**config.mk**
```make
export PLATFORM = sky130hd
export DESIGN_NAME = tagged_store_stage
export DESIGN_NICKNAME = d
export VERILOG_FILES = /design/src/rtl/tss_pkg.sv /design/src/rtl/tss_decode.sv /design/src/rtl/tss_auto_ptr.sv /design/src/rtl/tss_pack.sv /design/src/rtl/tagged_store_stage.sv
export SDC_FILE = /design/constraint.sdc
export NUM_CORES = 1
export LEC_CHECK = 0
export ABC_AREA = 1
export BUFFER_PORTS_ARGS = -buffer_cell sky130_fd_sc_hd__buf_2
export CORE_MARGIN = 4
export CORE_UTILIZATION = 47
export DETAILED_ROUTE_END_ITERATION = 6
export PLACE_DENSITY = 0.76
export REMOVE_ABC_BUFFERS = 1
export SETUP_SLACK_MARGIN = 0.05
export SYNTH_ARGS = -nofsm -noshare
export SYNTH_HDL_FRONTEND = slang
export SYNTH_HIERARCHICAL = 1
export SYNTH_SLANG_ARGS = --single-unit
```
**constraint.sdc**
```tcl
create_clock -name clk -period 2.8 [get_ports clk]
set_input_delay 0.7 -clock clk [delete_from_list [all_inputs] [get_ports clk]]
set_output_delay 0.7 -clock clk [all_outputs]
set_load 0.02 [all_outputs]
```
**src/rtl/tss_pkg.sv**
```systemverilog
package tss_pkg;
  localparam int INSN_W     = 32;
  localparam int OPC_LO     = 28;
  localparam int SUB_LO     = 25;
  localparam int OFS_LO     = 10;
  localparam int FMT_LO     = 7;
  localparam int HALF_BIT   = 6;
  localparam int TAG_LO     = 4;

  localparam logic [3:0] OPC_STORE  = 4'd6;
  localparam logic [2:0] SUB_STREAM = 3'd1;
  localparam logic [2:0] SUB_PRESET = 3'd3;
  localparam logic [2:0] SUB_DIRECT = 3'd4;

  typedef enum logic [1:0] {
    FMT_FULL = 2'd0,
    FMT_TAG  = 2'd1,
    FMT_RSVD = 2'd2,
    FMT_RAW  = 2'd3
  } fmt_e;
endpackage

```
**src/rtl/tss_decode.sv**
```systemverilog
module tss_decode
  import tss_pkg::*;
#(
  parameter int ADDR_W = 11,
  parameter int TAG_W  = 2
) (
  input  logic              in_valid,
  input  logic [INSN_W-1:0] insn,
  output logic              wr_go,
  output logic              preset_go,
  output logic              rsvd_hit,
  output logic              stream_sel,
  output logic              full_sel,
  output logic              raw_sel,
  output logic              half_hi_bit,
  output logic [TAG_W-1:0]  tag,
  output logic [ADDR_W-1:0] ofs_imm
);
  logic       is_store;
  logic [2:0] sub;
  fmt_e       fmt;
  logic       direct_op, stream_op;

  assign is_store    = in_valid && (insn[OPC_LO +: 4] == OPC_STORE);
  assign sub         = insn[SUB_LO +: 3];
  assign fmt         = fmt_e'(insn[FMT_LO +: 2]);
  assign direct_op   = is_store && (sub == SUB_DIRECT);
  assign stream_op   = is_store && (sub == SUB_STREAM);
  assign rsvd_hit    = (direct_op || stream_op) && (fmt == FMT_RSVD);
  assign wr_go       = (direct_op || stream_op) && (fmt != FMT_RSVD);
  assign preset_go   = is_store && (sub == SUB_PRESET);
  assign stream_sel  = stream_op;
  assign full_sel    = (fmt == FMT_FULL);
  assign raw_sel     = (fmt == FMT_RAW);
  assign half_hi_bit = insn[HALF_BIT];
  assign tag         = insn[TAG_LO +: TAG_W];
  assign ofs_imm     = insn[OFS_LO +: ADDR_W];
endmodule

```
**src/rtl/tss_auto_ptr.sv**
```systemverilog
module tss_auto_ptr #(
  parameter int ADDR_W = 11
) (
  input  logic              clk,
  input  logic              rst_n,
  input  logic              preset_go,
  input  logic [ADDR_W-1:0] ofs_imm,
  input  logic              step_full,
  input  logic              step_half,
  output logic [ADDR_W-1:0] cur_ofs,
  output logic              hi_next
);
  logic bump_evt;
  logic flip_evt;

  assign bump_evt = !preset_go && (step_full || (step_half && hi_next));
  assign flip_evt = !preset_go && step_half;

  always_ff @(posedge clk) begin
    if (!rst_n) begin
      cur_ofs <= '0;
      hi_next <= 1'b0;
    end else if (preset_go) begin
      cur_ofs <= ofs_imm;
      hi_next <= 1'b0;
    end else begin
      if (bump_evt) cur_ofs <= cur_ofs + ADDR_W'(1);
      if (flip_evt) hi_next <= ~hi_next;
    end
  end

  p_preset_load_r7: assert property (@(posedge clk) disable iff (!rst_n)
    preset_go |=> (cur_ofs == $past(ofs_imm)) && !hi_next);

  p_low_then_high_r8: assert property (@(posedge clk) disable iff (!rst_n)
    (step_half && !preset_go && !hi_next) |=> hi_next && $stable(cur_ofs));

  p_high_advances_r8: assert property (@(posedge clk) disable iff (!rst_n)
    (step_half && !preset_go && hi_next) |=>
      !hi_next && (cur_ofs == ADDR_W'($past(cur_ofs) + ADDR_W'(1))));

  p_full_advances_r9: assert property (@(posedge clk) disable iff (!rst_n)
    (step_full && !preset_go) |=>
      $stable(hi_next) && (cur_ofs == ADDR_W'($past(cur_ofs) + ADDR_W'(1))));

  p_idle_holds_r11: assert property (@(posedge clk) disable iff (!rst_n)
    (!preset_go && !step_full && !step_half) |=> $stable(cur_ofs) && $stable(hi_next));
endmodule

```
**src/rtl/tss_pack.sv**
```systemverilog
module tss_pack #(
  parameter int ADDR_W = 11,
  parameter int DATA_W = 16,
  parameter int TAG_W  = 2
) (
  input  logic                full_sel,
  input  logic                raw_sel,
  input  logic [TAG_W-1:0]    tag,
  input  logic [DATA_W-1:0]   data,
  input  logic [ADDR_W-1:0]   pc,
  output logic [2*DATA_W-1:0] word
);
  localparam int WORD_W = 2 * DATA_W;
  localparam int PAD_W  = WORD_W - ADDR_W - TAG_W - DATA_W;

  function automatic logic [DATA_W-1:0] half_value(input logic raw,
                                                   input logic [TAG_W-1:0] t,
                                                   input logic [DATA_W-1:0] d);
    if (raw) return d;
    return {t, d[DATA_W-TAG_W-1:0]};
  endfunction

  logic [WORD_W-1:0] full_w;
  logic [DATA_W-1:0] half_w;

  generate
    if (PAD_W > 0) begin : g_padded
      assign full_w = {pc, {PAD_W{1'b0}}, tag, data};
    end else begin : g_tight
      assign full_w = WORD_W'({pc, tag, data});
    end
  endgenerate

  assign half_w = half_value(raw_sel, tag, data);
  assign word   = full_sel ? full_w : {2{half_w}};
endmodule

```
**src/rtl/tagged_store_stage.sv**
```systemverilog
module tagged_store_stage
  import tss_pkg::*;
#(
  parameter int ADDR_W = 11,
  parameter int DATA_W = 16,
  parameter int TAG_W  = 2
) (
  input  logic                clk,
  input  logic                rst_n,
  input  logic                in_valid,
  input  logic [31:0]         insn,
  input  logic [DATA_W-1:0]   fld_a_val,
  input  logic [DATA_W-1:0]   fld_b_val,
  input  logic [ADDR_W-1:0]   pc,
  output logic                mem_we,
  output logic [ADDR_W-1:0]   mem_addr,
  output logic [2*DATA_W-1:0] mem_wdata,
  output logic [1:0]          mem_be
);
  localparam int WORD_W = 2 * DATA_W;

  logic              wr_go, preset_go, rsvd_hit, stream_sel, full_sel, raw_sel, half_hi_bit;
  logic [TAG_W-1:0]  tag;
  logic [ADDR_W-1:0] ofs_imm, cur_ofs, base, ofs_use, addr_nx;
  logic              hi_next, hi_sel, step_full, step_half;
  logic [DATA_W-1:0] data_sel;
  logic [WORD_W-1:0] word_nx;
  logic [1:0]        be_nx;

  tss_decode #(.ADDR_W(ADDR_W), .TAG_W(TAG_W)) u_dec (
    .in_valid(in_valid), .insn(insn), .wr_go(wr_go), .preset_go(preset_go),
    .rsvd_hit(rsvd_hit), .stream_sel(stream_sel), .full_sel(full_sel),
    .raw_sel(raw_sel), .half_hi_bit(half_hi_bit), .tag(tag), .ofs_imm(ofs_imm)
  );

  assign step_full = wr_go && stream_sel && full_sel;
  assign step_half = wr_go && stream_sel && !full_sel;

  tss_auto_ptr #(.ADDR_W(ADDR_W)) u_ptr (
    .clk(clk), .rst_n(rst_n), .preset_go(preset_go), .ofs_imm(ofs_imm),
    .step_full(step_full), .step_half(step_half), .cur_ofs(cur_ofs), .hi_next(hi_next)
  );

  assign data_sel = stream_sel ? fld_b_val : fld_a_val;
  assign base     = stream_sel ? fld_a_val[ADDR_W-1:0] : fld_b_val[ADDR_W-1:0];
  assign ofs_use  = stream_sel ? cur_ofs : ofs_imm;
  assign addr_nx  = base + ofs_use;
  assign hi_sel   = stream_sel ? hi_next : half_hi_bit;
  assign be_nx    = full_sel ? 2'b11 : (hi_sel ? 2'b10 : 2'b01);

  tss_pack #(.ADDR_W(ADDR_W), .DATA_W(DATA_W), .TAG_W(TAG_W)) u_pack (
    .full_sel(full_sel), .raw_sel(raw_sel), .tag(tag), .data(data_sel),
    .pc(pc), .word(word_nx)
  );

  always_ff @(posedge clk) begin
    if (!rst_n) begin
      mem_we    <= 1'b0;
      mem_be    <= 2'b00;
      mem_addr  <= '0;
      mem_wdata <= '0;
    end else begin
      mem_we <= wr_go;
      mem_be <= wr_go ? be_nx : 2'b00;
      if (wr_go) begin
        mem_addr  <= addr_nx;
        mem_wdata <= word_nx;
      end
    end
  end

  p_strobe_enables_r1: assert property (@(posedge clk) disable iff (!rst_n)
    mem_we ? (mem_be != 2'b00) : (mem_be == 2'b00));

  p_idle_no_write_r1: assert property (@(posedge clk) disable iff (!rst_n)
    !in_valid |=> !mem_we);

  p_half_single_r6: assert property (@(posedge clk) disable iff (!rst_n)
    (mem_we && mem_be != 2'b11) |-> ($countones(mem_be) == 1));

  p_preset_silent_r7: assert property (@(posedge clk) disable iff (!rst_n)
    preset_go |=> !mem_we);

  p_reserved_silent_r11: assert property (@(posedge clk) disable iff (!rst_n)
    rsvd_hit |=> !mem_we);
endmodule

```
==> impl_metrics.toml, run 1 <==
[status]
status = "finished, final reports clean"

[clock_network]
postCtsSetupRepairBufs = 0
cts_sinks = 58
cts_tree = "built"
cts_root_buffer = "clkbuf_8"
worstSkewPairLatency_ps = 340
clk_pin_slew_worst_paths_ps = 60
clk_path_buf_depth = 2
htreeDepth = 3
cts_inserted_buffers = 9
ctsHoldBuffers = 0

[power_and_ir_drop]
power_density_nw_per_um2 = 419
p_leak_nw = 2.75
peakVddDrop_uv = 240

[sta]
min_period_ps = 2520
setup_tns_ps = 0
worst_clock_skew_ps = 6.90
final_hold_viol_count = 0
fmax_ghz = 0.397
setup_viol = 0
worst_slack_ps = 282
finalCritPeriodShare_pct = 89.9
slew_viol_final = 0
tightestPinTransition_ps = 449
slew_headroom_pct = 70.1
rsz0062_at_grt = "yes"

[layout]
drive_gt1_share_pct = 24.6
area_delta_synth_final_pct = 19.7
diodes = 0
fin_nets = 861

[detailed_routing]
viasPerCell = 4.90
ant_nets = 0
avgRoutedWirePerCell_um = 12.4
drt_first_pass_iters = 4
detailroute.via_count = 4318
wirelength_mm = 10.9
drc = 0
drtIter0Drc = 218

[global_routing]
grt_pass1_wl_mm = 17.9
grt_start_max_net_pins = 48
overflow = 0
grt_pass1_vias = 4105
grtUsageTotal_pct = 21.6
antenna_found_initial = 0

[placement]
post-dp-hpwl_mm = 8.19
io_buffer_count = 114
post-place-ws_ps = -95.0
place.gp.congestion = 0.873

[worst_hold_path]
min_to = "mem_wdata[2]"
hp-start = "mem_wdata[2]"
hold_path.class = "register to register"
hold_path_depth = 2

[worst_setup_path]
worstSetupStartpointType = "input pin"
critical_path.most_common_cell = "inv_1"
path_cells = "buf_2 -> inv_1 -> nand3_1 -> nor2_2 -> inv_1 -> nor2_4 -> buf_4 -> nand2_1 -> nand2_1 -> ha_1 -> inv_1 -> fa_1 -> inv_1 -> nand3_1 -> nand3_2 -> nand2_1 -> a21o_1 -> nand3_1 -> nand2_1 -> inv_1"
required_ps = 3080
crit_type = "input pin to register"
path_delay_family = "simple AND/OR/NAND/NOR gates"
slowest_delay_ps = 390
cp_max_fo = 5
slowest_stage = "fa_1"
reg2reg_from = "u_ptr/cur_ofs[0]"
cp.arrival_ps = 2800
crit_path_end_kind = "register"
rrSetupSlack_ps = 900
cp.buffers_inverters = 7
reg2reg_depth = 13
worstReg2RegEnd = "mem_addr[6]"

[die]
io_pins = 124
die_w_um = 101
die_area_um2 = 10200
initial_core_util_pct = 48.8
fp-row-count = 33
fp.dieH_um = 101
core-area_um2 = 8300

[logic_synthesis]
synthesis.area_per_instance_um2 = 6.03
ys_warn_count = 6
syn_area_um2 = 4050
syn_inst = 671

[flow_run]
cap_violations = 0
-- sequential cells by signal, summed over array words and instances (netlist names) --
| name | flops |
|---|---|
| mem_wdata | 32 |
| mem_addr | 11 |
| u_ptr/cur_ofs | 11 |
| mem_be | 2 |
| mem_we | 1 |
| u_ptr/hi_next | 1 |
-- timing repair --
| item | CTS | global route |
|---|---|---|
| hold endpoints to repair | 0 | 0 |
| endpoints found under the setup margin | 0 | 6 |
| resized for setup | 0 | 4 |
-- report_power, final --
part	total [mW]	internal [mW]	switching (mW)	leakage, nW
Clock	0.896	0.550	0.345	0.117
Sequential	0.831	0.829	0.00213	0.467
Combinational	0.303	0.128	0.175	2.17
Total	2.03	1.51	0.522	2.75
-- cell type report --
| class | count | area [um2] |
|---|---|---|
| Sequential cell | 58 | 1160 |
| Fill cell | 854 | 3450 |
| Clock inverter | 4 | 73.8 |
| Tap cell | 105 | 131 |
| Inverter | 80 | 308 |
| Clock buffer | 12 | 155 |
| Multi-Input combinational cell | 477 | 2200 |
| Timing Repair Buffer | 145 | 816 |
-- per-layer routing --
metal  routed length [um]  global-route usage (%)
met1                 4770                    27.7
met2                 5160                    37.1
met3                  855                    3.18
met4                  125                    6.74
met5                    0                       0
-- per-stage QoR --
| stage | cells | util [%] | instance area, um2 | hold WS [ps] | total power, mW |
|---|---|---|---|---|---|
| 2_1_floorplan | 615 | - | 3660 | 481 | 1.02 |
| 3_3_place_gp | 865 | 55.7 | 4620 | 473 | 1.14 |
| 3_5_place_dp | 865 | 55.7 | 4620 | 482 | 1.15 |
| 4_1_cts | 881 | 58.4 | 4850 | 501 | 2.05 |
| 5_1_grt | 881 | 58.4 | 4850 | 518 | 2.13 |
| 6_report | 881 | 58.4 | 4850 | 494 | 2.03 |
-- cells in the final DEF, fill, tap and decap left out, types with 3 or more instances in the layout --
master      n
dfxtp_1    58
nand2_2     3
ha_1       11
xor2_1      4
a21oi_2     6
o21ai_1    15
nor2_4      3
nand3_1    24
o21ai_0    63
a21oi_1    11
clkinv_1    3
nor3_1      3
buf_4      30
nor2_2      4
clkbuf_8   11
inv_1      68
nor2_1    102
inv_2       7
buf_2     114
nand3_2     4
nand2_1   212
-- worst reg2reg max path: cells and delay by family, from the launching register on --
kind                       cells  cell delay, ps
DFF                            1             410
adders and majority gates      2             550
AOI/OAI and AO/OA              1             150
and+or+nand+nor                7             520
buffers and inverters          3             190
-- how the worst max path moves through the flow --
stage / from / to / slack (ps) / depth (start not counted)
floorplan: insn[31] / mem_addr[6] / -1390 / 18
global placement: insn[31] / mem_addr[8] / -20 / 18
detailed placement: insn[31] / mem_addr[8] / -100 / 18
CTS: insn[31] / mem_addr[8] / 270 / 18
global route: insn[31] / mem_addr[6] / 40 / 20
finish: insn[31] / mem_addr[6] / 280 / 20
Power figures use the tool's default switching activity.
==> run 2: changes to the inputs <==
CORE_UTILIZATION = 56   (was 47)
PLACE_DENSITY = 0.85   (was 0.76)
SLEW_MARGIN = 20   (was default)
clock period = 2.9 ns   (was 2.8 ns; I/O delays follow)
==> run 2 against run 1 <==
  * Clock-buffer cell count did not move
  * Utilization is 9.6 points higher
  * Sequential share of layout area increased by 0.77 points
  * Critical path depth unchanged
  * Flip-flop and latch count is the same
  * Cell count shrank 2.2%
  * Cell area down 3.1%
  * Register-to-register slack improved by 50 ps
  * Sequential power decreased by 3.5%
  * Global-route usage increased by 3.4 points
  * Hold slack hardly changed
  * First-iteration DRC count is 4.1% lower
==> impl_metrics.toml, run 2 (same netlist as run 1, synthesis figures left out) <==
[detailed_routing]
viasPerCell = 5.10
drt_first_pass_iters = 5
ant_nets = 0
wirelength_mm = 10.7
detailroute.via_count = 4396
drc = 0
avgRoutedWirePerCell_um = 12.4
drtIter0Drc = 209

[layout]
layout.cells.most_common_list = "nand2_1 (212), buf_2 (114), nor2_1 (102)"
final_common_cell = "nand2_1"
instances_no_fill = 862
top_register = "mem_wdata"
largest_reg_flops = 32
area_delta_synth_final_pct = 16.0
reg_top3 = "mem_wdata (32), mem_addr (11), u_ptr/cur_ofs (11)"
fin_nets = 852
diodes = 0
drive_gt1_share_pct = 23.6
num-fill-cells = 653
design_area_um2 = 4700

[clock_network]
cts_root_buffer = "clkbuf_8"
clk_pin_slew_worst_paths_ps = 70
htreeDepth = 3
cts_inserted_buffers = 9
postCtsSetupRepairBufs = 0
worstSkewPairLatency_ps = 340
cts_sinks = 58
ctsHoldBuffers = 0
cts_tree = "built"
clk_path_buf_depth = 2
postCtsResizedCells = 0

[worst_setup_path]
crit_type = "input pin to register"
required_ps = 3180
cp_max_fo = 7
path_delay_family = "simple AND/OR/NAND/NOR gates"
slowest_stage = "fa_1"
path_cells = "buf_2 -> inv_1 -> nand3_1 -> nor2_2 -> inv_1 -> nor2_4 -> buf_4 -> nand2_1 -> nand2_1 -> ha_1 -> inv_1 -> fa_1 -> inv_1 -> nand3_1 -> nand3_2 -> nand2_1 -> a21o_1 -> nand3_1 -> nand2_1 -> inv_1"
cp.depth = 20
crit_path_end_kind = "register"
cp.buffers_inverters = 7
slowest_delay_ps = 400
cp.arrival_ps = 2930
worstSetupStartpointType = "input pin"
critical_path.most_common_cell = "inv_1"
reg2reg_depth = 13

[power_and_ir_drop]
power_density_nw_per_um2 = 373
peakVddDrop_uv = 265
p_leak_nw = 2.68
p_total_mw = 1.75

[sta]
slew_headroom_pct = 70.1
rsz0062_at_grt = "no"
timing.hold.ws_ps = 494
final_hold_viol_count = 0
tightestPinTransition_ps = 448
min_period_ps = 2650
worst_slack_ps = 253
worst_clock_skew_ps = 7.13
finalCritPeriodShare_pct = 91.3
setup_viol = 0
slew_viol_final = 0
fmax_ghz = 0.378

[worst_hold_path]
hold_path_depth = 2
hold_path.class = "register to register"

[flow_run]
cap_violations = 0

[global_routing]
grtUsageTotal_pct = 25.0
overflow = 0
antenna_found_initial = 0
grt_pass1_wl_mm = 17.6
grt_pass1_vias = 3990
grt_start_max_net_pins = 48

[placement]
post-dp-hpwl_mm = 7.92
dp_cells = 847
place.gp.congestion = 0.926
dpl_cell_area_um2 = 4530
io_buffer_count = 114
post-place-ws_ps = -56.7

[status]
status = "finished, final reports clean"

[die]
fp-row-count = 30
die_w_um = 93.0
initial_core_util_pct = 58.6
die_area_um2 = 8650
io_pins = 124
fp.dieH_um = 93.0
core-area_um2 = 6910
## run 2: per-stage QoR
| step | util [%] | TNS [ps] |
|---|---|---|
| CTS | 68.0 | 0 |
| floorplan | - | -43480 |
| global route | 68.0 | 0 |
| detailed placement | 65.6 | -99.7 |
| finish | 68.0 | 0 |
| global placement | 65.6 | 0 |
## run 2: worst paths after layout
| kind | from | endpoint | slack [ps] |
|---|---|---|---|
| min reg2reg | mem_wdata[31] | mem_wdata[31] | 490 |
| min | mem_wdata[31] | mem_wdata[31] | 490 |
| max | insn[31] | mem_addr[6] | 250 |
| max reg2reg | u_ptr/cur_ofs[0] | mem_addr[6] | 950 |
## run 2: layout make-up
cell class                 count  area [um2]  share of cell area, %
clock buffer                  12         155                   3.30
multi-input combinational    477        2200                   46.9
clock inverter                 3        15.0                  0.320
tap                           96         120                   2.56
inverter                      80         308                   6.55
timing repair buffer         136         736                   15.7
sequential                    58        1160                   24.7
## run 2: worst min-delay path, stage by stage, from the launching register on
cell and delay, ps:
dfxtp_1 320, o21ai_0 70, nor2_1 70
## run 2: layer usage
metal  global-route usage, %  vias up  share of wire [%]  routed length, um
li1                        -     2230                  -                  -
met1                    31.4     1985                 42               4500
met2                    43.2      161                 49               5220
met3                    4.83       20                7.5                807
met4                    7.57        0                1.7                187
met5                       0        -                  0                  0
## run 2: where the power goes
| group | internal [mW] | total [mW] | switching, mW |
|---|---|---|---|
| logic | 0.116 | 0.284 | 0.168 |
| clock network | 0.348 | 0.664 | 0.317 |
| registers | 0.800 | 0.802 | 0.00202 |
